[config.mk]
export PLATFORM = sky130hd
export DESIGN_NAME = conv_enc
export DESIGN_NICKNAME = d
export VERILOG_FILES = /design/src/rtl/conv_enc_pkg.sv /design/src/rtl/conv_trellis.sv /design/src/rtl/conv_tail_ctrl.sv /design/src/rtl/conv_out_stage.sv /design/src/rtl/conv_enc.sv
export SDC_FILE = /design/constraint.sdc
export NUM_CORES = 1
export LEC_CHECK = 0
export ABC_AREA = 1
export BUFFER_PORTS_ARGS = -buffer_cell sky130_fd_sc_hd__buf_2
export CAP_MARGIN = 20
export CORE_MARGIN = 1
export CORE_UTILIZATION = 54
export CTS_CLUSTER_SIZE = 20
export DETAILED_ROUTE_END_ITERATION = 12
export GPL_TIMING_DRIVEN = 0
export PLACE_DENSITY_LB_ADDON = 0.1
export SLEW_MARGIN = 20
export SYNTH_ARGS = -nofsm -noshare
export SYNTH_HDL_FRONTEND = slang
export SYNTH_SLANG_ARGS = --single-unit
[constraint.sdc]
create_clock -name clk -period 2.45 [get_ports clk]
set_input_delay 0.245 -clock clk [delete_from_list [all_inputs] [get_ports clk]]
set_output_delay 0.245 -clock clk [all_outputs]
set_load 0.005 [all_outputs]
[src/rtl/conv_enc_pkg.sv]
// Package: shared constants and step functions for the K=7 rate-1/2 encoder.
// Assumes memory bit k-1 holds the input bit from k steps earlier.
package conv_enc_pkg;
    localparam int MEM_LEN   = 6;
    localparam int CNT_W     = $clog2(MEM_LEN + 1);
    localparam int MAX_STEPS = 2;
    // Tap masks over delays 1..6 (bit k-1 = delay k); delay 0 is always tapped.
    localparam logic [MEM_LEN-1:0] TAPS_A = 6'b100111;
    localparam logic [MEM_LEN-1:0] TAPS_B = 6'b110110;

    typedef logic [MEM_LEN-1:0] mem_t;

    // Two coded bits {A,B} for memory m and current bit u.
    function automatic logic [1:0] code_pair(mem_t m, logic u);
        return {u ^ (^(m & TAPS_A)), u ^ (^(m & TAPS_B))};
    endfunction

    // Memory after shifting in bit u.
    function automatic mem_t shift_in(mem_t m, logic u);
        return {m[MEM_LEN-2:0], u};
    endfunction
endpackage

[src/rtl/conv_trellis.sv]
// Module: combinational unrolled trellis of MAX_STEPS consecutive steps.
// Assumes bits[0] is the earliest bit. It gives the codes of every step
// and the memory after one step and after all steps.
module conv_trellis
    import conv_enc_pkg::*;
(
    input  mem_t                     mem_i,
    input  logic [MAX_STEPS-1:0]     bits_i,
    output logic [2*MAX_STEPS-1:0]   code_o,
    output mem_t                     next1_o,
    output mem_t                     next_all_o
);
    mem_t chain [MAX_STEPS+1];

    assign chain[0] = mem_i;

    for (genvar s = 0; s < MAX_STEPS; s++) begin : g_step
        // One trellis step: emit {A,B}, then advance the memory.
        assign code_o[2*MAX_STEPS-1-2*s -: 2] = code_pair(chain[s], bits_i[s]);
        assign chain[s+1] = shift_in(chain[s], bits_i[s]);
    end

    assign next1_o    = chain[1];
    assign next_all_o = chain[MAX_STEPS];
endmodule

[src/rtl/conv_tail_ctrl.sv]
// Module: counts the zero tail bits still owed after a flush request.
// Assumes a request made during a flush is ignored, and that a step
// consumes two tail bits only when pair mode is set and two remain.
module conv_tail_ctrl
    import conv_enc_pkg::*;
(
    input  logic clk,
    input  logic rst_n,
    input  logic start_i,
    input  logic step_i,
    input  logic pair_mode_i,
    output logic flushing_o,
    output logic tail_two_o
);
    logic [CNT_W-1:0] remain_q;

    assign flushing_o = (remain_q != '0);
    assign tail_two_o = pair_mode_i && (remain_q >= CNT_W'(2));

    // Load the tail length on a request, count down as tail steps leave.
    always_ff @(posedge clk) begin
        if (!rst_n) begin
            remain_q <= '0;
        end else if (start_i && !flushing_o) begin
            remain_q <= CNT_W'(MEM_LEN);
        end else if (step_i) begin
            remain_q <= remain_q - (tail_two_o ? CNT_W'(2) : CNT_W'(1));
        end
    end
endmodule

[src/rtl/conv_out_stage.sv]
// Module: encoder memory plus the registered output beat.
// Assumes load_i is asserted only when the beat may advance (adv_i).
module conv_out_stage
    import conv_enc_pkg::*;
(
    input  logic                   clk,
    input  logic                   rst_n,
    input  logic                   adv_i,
    input  logic                   load_i,
    input  logic                   two_i,
    input  logic [2*MAX_STEPS-1:0] code_i,
    input  mem_t                   next1_i,
    input  mem_t                   next_all_i,
    output mem_t                   mem_o,
    output logic                   valid_o,
    output logic [2*MAX_STEPS-1:0] code_o,
    output logic                   pair_o
);
    // Advance the memory by one or two steps when a beat is produced.
    always_ff @(posedge clk) begin
        if (!rst_n) begin
            mem_o <= '0;
        end else if (load_i) begin
            mem_o <= two_i ? next_all_i : next1_i;
        end
    end

    // Register the coded beat; hold it while downstream stalls.
    always_ff @(posedge clk) begin
        if (!rst_n) begin
            valid_o <= 1'b0;
            code_o  <= '0;
            pair_o  <= 1'b0;
        end else if (adv_i) begin
            valid_o <= load_i;
            if (load_i) begin
                code_o <= two_i ? code_i : {code_i[2*MAX_STEPS-1 -: 2], {(2*MAX_STEPS-2){1'b0}}};
                pair_o <= two_i;
            end
        end
    end
endmodule

[src/rtl/conv_enc.sv]
// Module: top of the rate-1/2, K=7 convolutional encoder (171/133 octal).
// Assumes in_bits_i[0] is the earlier bit in pair mode. Flush inserts six
// zero tail bits and blocks input until the memory is back at zero.
module conv_enc
    import conv_enc_pkg::*;
(
    input  logic       clk,
    input  logic       rst_n,
    input  logic       pair_mode_i,
    input  logic       in_valid_i,
    output logic       in_ready_o,
    input  logic [1:0] in_bits_i,
    input  logic       flush_i,
    output logic       out_valid_o,
    input  logic       out_ready_i,
    output logic [3:0] out_code_o,
    output logic       out_pair_o
);
    logic                   adv;
    logic                   flushing;
    logic                   tail_two;
    logic                   take_data;
    logic                   take_tail;
    logic                   use_two;
    logic [MAX_STEPS-1:0]   step_bits;
    logic [2*MAX_STEPS-1:0] step_code;
    mem_t                   state_q;
    mem_t                   next1;
    mem_t                   next_all;

    // Handshake and step selection.
    assign adv        = !out_valid_o || out_ready_i;
    assign in_ready_o = !flushing && !flush_i && adv;
    assign take_data  = in_valid_i && in_ready_o;
    assign take_tail  = flushing && adv;
    assign step_bits  = take_tail ? '0 : in_bits_i;
    assign use_two    = take_tail ? tail_two : pair_mode_i;

    conv_trellis trellis_i (
        .mem_i      (state_q),
        .bits_i     (step_bits),
        .code_o     (step_code),
        .next1_o    (next1),
        .next_all_o (next_all)
    );

    conv_tail_ctrl tail_i (
        .clk         (clk),
        .rst_n       (rst_n),
        .start_i     (flush_i),
        .step_i      (take_tail),
        .pair_mode_i (pair_mode_i),
        .flushing_o  (flushing),
        .tail_two_o  (tail_two)
    );

    conv_out_stage stage_i (
        .clk        (clk),
        .rst_n      (rst_n),
        .adv_i      (adv),
        .load_i     (take_data || take_tail),
        .two_i      (use_two),
        .code_i     (step_code),
        .next1_i    (next1),
        .next_all_i (next_all),
        .mem_o      (state_q),
        .valid_o    (out_valid_o),
        .code_o     (out_code_o),
        .pair_o     (out_pair_o)
    );
endmodule

==> results of run 1 <==
[final cells by class]
type                    instances  area, sq um  area share
plain buffers                   1        11.26     0.01054
clock buffers                   4        26.28     0.02459
inverters                      19        71.32     0.06675
multi-input cells             101        569.3      0.5328
flip-flops and latches         15        300.3      0.2810
well taps                      16        20.02     0.01874
repair buffers                 14        70.07     0.06557
[power groups by stage]
stage	logic (mW)	registers, mW	clock network (mW)
after detailed placement	1.03	0.451	0
final	1.03	0.445	0.139
after CTS	1.03	0.445	0.144
after floorplan	0.833	0.440	0
after global routing	1.17	0.460	0.155
after global placement	0.984	0.449	0
[cell families after synthesis]
group / count (synthesis)
AOI/OAI and AO/OA: 24
xor gates and xnor gates: 6
adders and majority gates: 2
buffers and inverters: 20
DFF: 15
and+or+nand+nor: 69
[worst paths after layout]
kind	start	to	slack, ns	cells after the start
worst max register to register	tail_i.remain_q[1]$_SDFFE_PN0P_	tail_i.remain_q[1]$_SDFFE_PN0P_	0.57	7
worst min-delay path	rst_n	tail_i.remain_q[2]$_SDFFE_PN0P_	0.25	3
worst min register to register	stage_i.code_o[0]$_SDFFE_PN0P_	stage_i.code_o[0]$_SDFFE_PN0P_	0.47	2
worst max-delay path	tail_i.remain_q[1]$_SDFFE_PN0P_	tail_i.remain_q[1]$_SDFFE_PN0P_	0.57	7
[flip-flops by register name (all words and copies together), names as in the netlist]
name	cells
stage_i.valid_o	1
tail_i.remain_q	3
stage_i.mem_o	6
stage_i.pair_o	1
stage_i.code_o	4
[metal layers]
layer,up-vias,global-route usage,share of wire
met5,-,0,0
met4,0,0.09091,0.015
met3,4,0.03750,0.025
met2,15,0.3224,0.45
met1,365,0.2872,0.51
li1,471,-,-
[critical path, stage by stage, from the launching register on]
cell,delay [ns]
dfxtp_1,0.41
nor2_4,0.07
nor2_2,0.21
inv_1,0.07
ha_1,0.20
fa_1,0.43
or2_2,0.30
a31oi_1,0.12
[placed cells by master, fill, tap and decap left out, drive strengths merged, types with 2 or more instances in the layout]
master  instances
nor2            8
nand2          47
buf            15
clkbuf          4
a31oi           6
or2             2
dfxtp          15
xnor2           4
a21oi           9
inv            19
nand3          10
xor2            2
o21ai           8
==> impl_metrics.yaml, run 1 <==
sta:
  rsz0062_at_grt: "false"
  skew_ns: 0.007352
  max_freq_mhz: 532.1
  finalMaxSlewViolations: 0
  finalCriticalPeriod_ns: 1.879
  worst_pin_slew_ns: 0.3058
  fin_hold_ws_ns: 0.2506
  finalSetupTns_ns: 0
  finalHoldViolCount: 0
  slew_headroom: 0.7957
  setup_slack_ns: 0.5706
  min_period_over_period: 0.7671
  setup_violations: 0
synthesis:
  synth_xor_area_frac: 0.06307
  synthTopCellsByCount: "nand2_1, inv_1, dfxtp_1"
  ys_warn_count: 0
  ys.flop_type: "dfxtp_1"
  synth_area_leaders: "dfxtp_1, nand2_1, inv_1, nand3_1, a31oi_1"
  synthAdderAreaFrac: 0.03417
  synthArstFlopShare: 0
  synth_top_cell_area_share: 0.3154
  synthCells: 136
  syn_area_sq_um: 952.2
  synth_area_per_cell_sq_um: 7.001
  synth.most_common_cell: "nand2_1"
  synthMuxAreaShare: 0
  yosys.cell_types.count: 28
  yosys.area_share.simple: 0.3443
  yosysSeqAreaShare: 0.3154
  synthesis.nets: 146
  yosys.area.top_type: "dfxtp_1"
  synth_edf_count: 0
  synth-seq-cells: 15
  synth_top_family_by_area: "simple AND/OR/NAND/NOR gates"
  synth-compound-area-share: 0.1564
detailed_routing:
  viasPerCell: 5.029
  drt-total-wl_microns: 1746
  drt_iter0_markers: 13
  drc: 0
  wire_per_inst_microns: 10.27
  ant_nets: 0
  drt-pass1-iter-count: 6
  vias: 855
clocking:
  post_cts_buffers: 0
  insertion_delay_ns: 0.28
  clock_sinks: 15
  holdBufCountCts: 0
  clock_path_buffers: 2
  cts-root-buf: "clkbuf_4"
  clk_pin_slew_ns: 0.09
  h-tree-depth: 1
  cts_tree: "done"
  cts_made_buffers: 3
  cts_resized: 0
cells_and_area:
  fillCellCount: 139
  fin_cells: 170
  nNetsFinal: 165
  areaGrowthSynthToFinish_pct: 12.22
  post-route-util: 0.6778
  antenna_cells: 0
  fin_area_sq_um: 1069
  drive_gt1_frac: 0.2338
power:
  internal-power_mw: 0.8390
  p_sw_frac: 0.4788
  p_clk_frac: 0.086
  power_frac_comb: 0.637
  switching_power_mw: 0.7707
  ir_worst_vdd_mv: 0.7744
  p_total_mw: 1.610
  p_seq_frac: 0.276
  cellPowerDensity_nw_per_um2: 1507
  cellLeakagePower_nw: 0.5158
critical_path:
  cp-start-kind: "flop"
  critPathRequiredTime_ns: 2.67
  critPathKind: "reg -> reg"
  cp-end-kind: "flop"
  crit_path_max_fanout: 3
  arrival_ns: 2.09
placed_design:
  placed_cell_area_sq_um: 1042
  place_ws_ns: 0.5886
  place_congestion: 0.7905
  dpl.hpwl_microns: 1395
  dp_cells: 166
  numPortBuffers: 14
global_routing:
  grt_first_pass_wirelength_microns: 3008
  grt_max_degree: 11
  grt_pass1_vias: 711
  grt_antenna_before_repair: 0
  gr-usage-all-layers: 0.2094
  grt_overflow_total: 0
die:
  die_w_microns: 43.99
  core_area_sq_um: 1577
  start_util: 0.6040
  rows: 14
  num_io_pins: 15
  die_y_microns: 43.99
  dieArea_sq_um: 1935
hold_path:
  hold_path_class: "in -> reg"
run_status:
  status: "complete, no violations"
flow_run:
  max_cap_viol_count: 0
Note: power is estimated with default switching activity, not from simulation.
==> run 2, diff against run 1 <==
Clock period 2.45 ns to 1.8 ns, I/O delays scaled along.
==> impl_metrics.yaml, run 2 (synthesized netlist as in run 1, its figures left out) <==
critical_path:
  critPathRequiredTime_ns: 2.01
  arrival_ns: 1.91
  crit_path_max_fanout: 3
  critPathKind: "reg -> reg"
  cp-start-kind: "flop"
  cp-end-kind: "flop"
sta:
  skew_ns: 0.008961
  finalHoldViolCount: 0
  finalCriticalPeriod_ns: 1.698
  finalMaxSlewViolations: 0
  finalSetupTns_ns: 0
  fin_hold_ws_ns: 0.1755
  min_period_over_period: 0.9434
  slew_headroom: 0.7942
  setup_violations: 0
  worst_pin_slew_ns: 0.3080
  max_freq_mhz: 588.9
  rsz0062_at_grt: "false"
global_routing:
  grt_first_pass_wirelength_microns: 3029
  gr-usage-all-layers: 0.2112
  grt_antenna_before_repair: 0
  grt_pass1_vias: 720
  grt_max_degree: 11
  grt_overflow_total: 0
detailed_routing:
  dr.max_layer_used: "met4"
  wire_per_inst_microns: 10.28
  viasPerCell: 5.047
  wl_met1_microns: 909
  ant_nets: 0
  vias: 868
  drc: 0
  wl_met3_microns: 50
  drt-pass1-iter-count: 6
  drt_iter0_markers: 19
  drt-total-wl_microns: 1768
  wl_met2_microns: 781
die:
  start_util: 0.6040
  die_y_microns: 43.99
  die_w_microns: 43.99
  num_io_pins: 15
  dieArea_sq_um: 1935
  core_area_sq_um: 1577
  rows: 14
clocking:
  h-tree-depth: 1
  holdBufCountCts: 0
  insertion_delay_ns: 0.28
  cts-root-buf: "clkbuf_4"
  cts_made_buffers: 3
  cts_tree: "done"
  clock_path_buffers: 2
  clock_sinks: 15
  clk_pin_slew_ns: 0.09
cells_and_area:
  areaGrowthSynthToFinish_pct: 14.59
  nNetsFinal: 167
  largest_reg_flops: 6
  layout_common_cells: "nand2_1, inv_1, buf_2"
  top_regs: "stage_i.mem_o: 6 flops, stage_i.code_o: 4 flops, tail_i.remain_q: 3 flops"
  top_register: "stage_i.mem_o"
  fin_cells: 172
  final_common_cell: "nand2_1"
  antenna_cells: 0
  drive_gt1_frac: 0.2564
power:
  ir_worst_vdd_mv: 1.082
  cellPowerDensity_nw_per_um2: 2043
  power_frac_comb: 0.640
  switching_power_mw: 1.062
  p_clk_frac: 0.086
  p_seq_frac: 0.274
  p_sw_frac: 0.4766
  cellLeakagePower_nw: 0.5273
  internal-power_mw: 1.167
flow_run:
  max_cap_viol_count: 0
placed_design:
  numPortBuffers: 14
  dp_cells: 166
  place_congestion: 0.7905
  dpl.hpwl_microns: 1395
hold_path:
  hold_path_class: "in -> reg"
run_status:
  status: "complete, no violations"
run 2: final timing paths:
path,slack [ns],end,from,depth (start not counted)
setup / recovery,0.10,tail_i.remain_q[1]$_SDFFE_PN0P_,tail_i.remain_q[1]$_SDFFE_PN0P_,7
hold / removal,0.18,tail_i.remain_q[2]$_SDFFE_PN0P_,rst_n,3
setup reg to reg,0.10,tail_i.remain_q[1]$_SDFFE_PN0P_,tail_i.remain_q[1]$_SDFFE_PN0P_,7
hold reg to reg,0.47,stage_i.code_o[0]$_SDFFE_PN0P_,stage_i.code_o[0]$_SDFFE_PN0P_,2
run 2: power groups by stage:
| stage | combinational (mW) | clock [mW] | sequential, mW |
|---|---|---|---|
| after floorplan | 1.13 | 0 | 0.598 |
| after global placement | 1.34 | 0 | 0.611 |
| after detailed placement | 1.40 | 0 | 0.613 |
| after CTS | 1.41 | 0.195 | 0.607 |
| after global routing | 1.62 | 0.212 | 0.631 |
| final | 1.43 | 0.192 | 0.612 |
run 2: final cells by class:
type / instances / area (sq um)
sequential: 15 / 302.8
clock buffer: 4 / 26.28
inverter: 19 / 71.32
multi-input combinational: 101 / 574.3
timing repair buffer: 16 / 85.08
buffer: 1 / 11.26
fill: 136 / 485.5
tap: 16 / 20.02
run 2: stage by stage:
stage / worst slack (ns) / util / area (sq um) / power [mW]
after floorplan: 0.06388 / - / 952.2 / 1.733
after global placement: -0.007954 / 0.6611 / 1042 / 1.951
after detailed placement: -0.06142 / 0.6611 / 1042 / 2.009
after CTS: 0.003665 / 0.6817 / 1075 / 2.210
after global routing: 0.01959 / 0.6921 / 1091 / 2.466
final: 0.1018 / 0.6921 / 1091 / 2.229
run 2: repair_timing:
item | CTS | global route
pin swaps | 0 | 1
setup buffers | 0 | 2
resized for setup | 2 | 1
endpoints found under the setup margin | 1 | 2
run 2: layer usage:
layer	vias up	track usage
li1	473	-
met5	-	0
met3	4	0.03750
met4	0	0.09091
met2	18	0.3313
met1	373	0.2846
run 2: worst max-delay path, cell delays in order (launching register included):
cell and delay [ns]:
dfxtp_2 0.38, nor2_4 0.06, nor2_4 0.11, inv_1 0.05, ha_1 0.18, fa_1 0.43, or2_2 0.30, a31oi_1 0.12
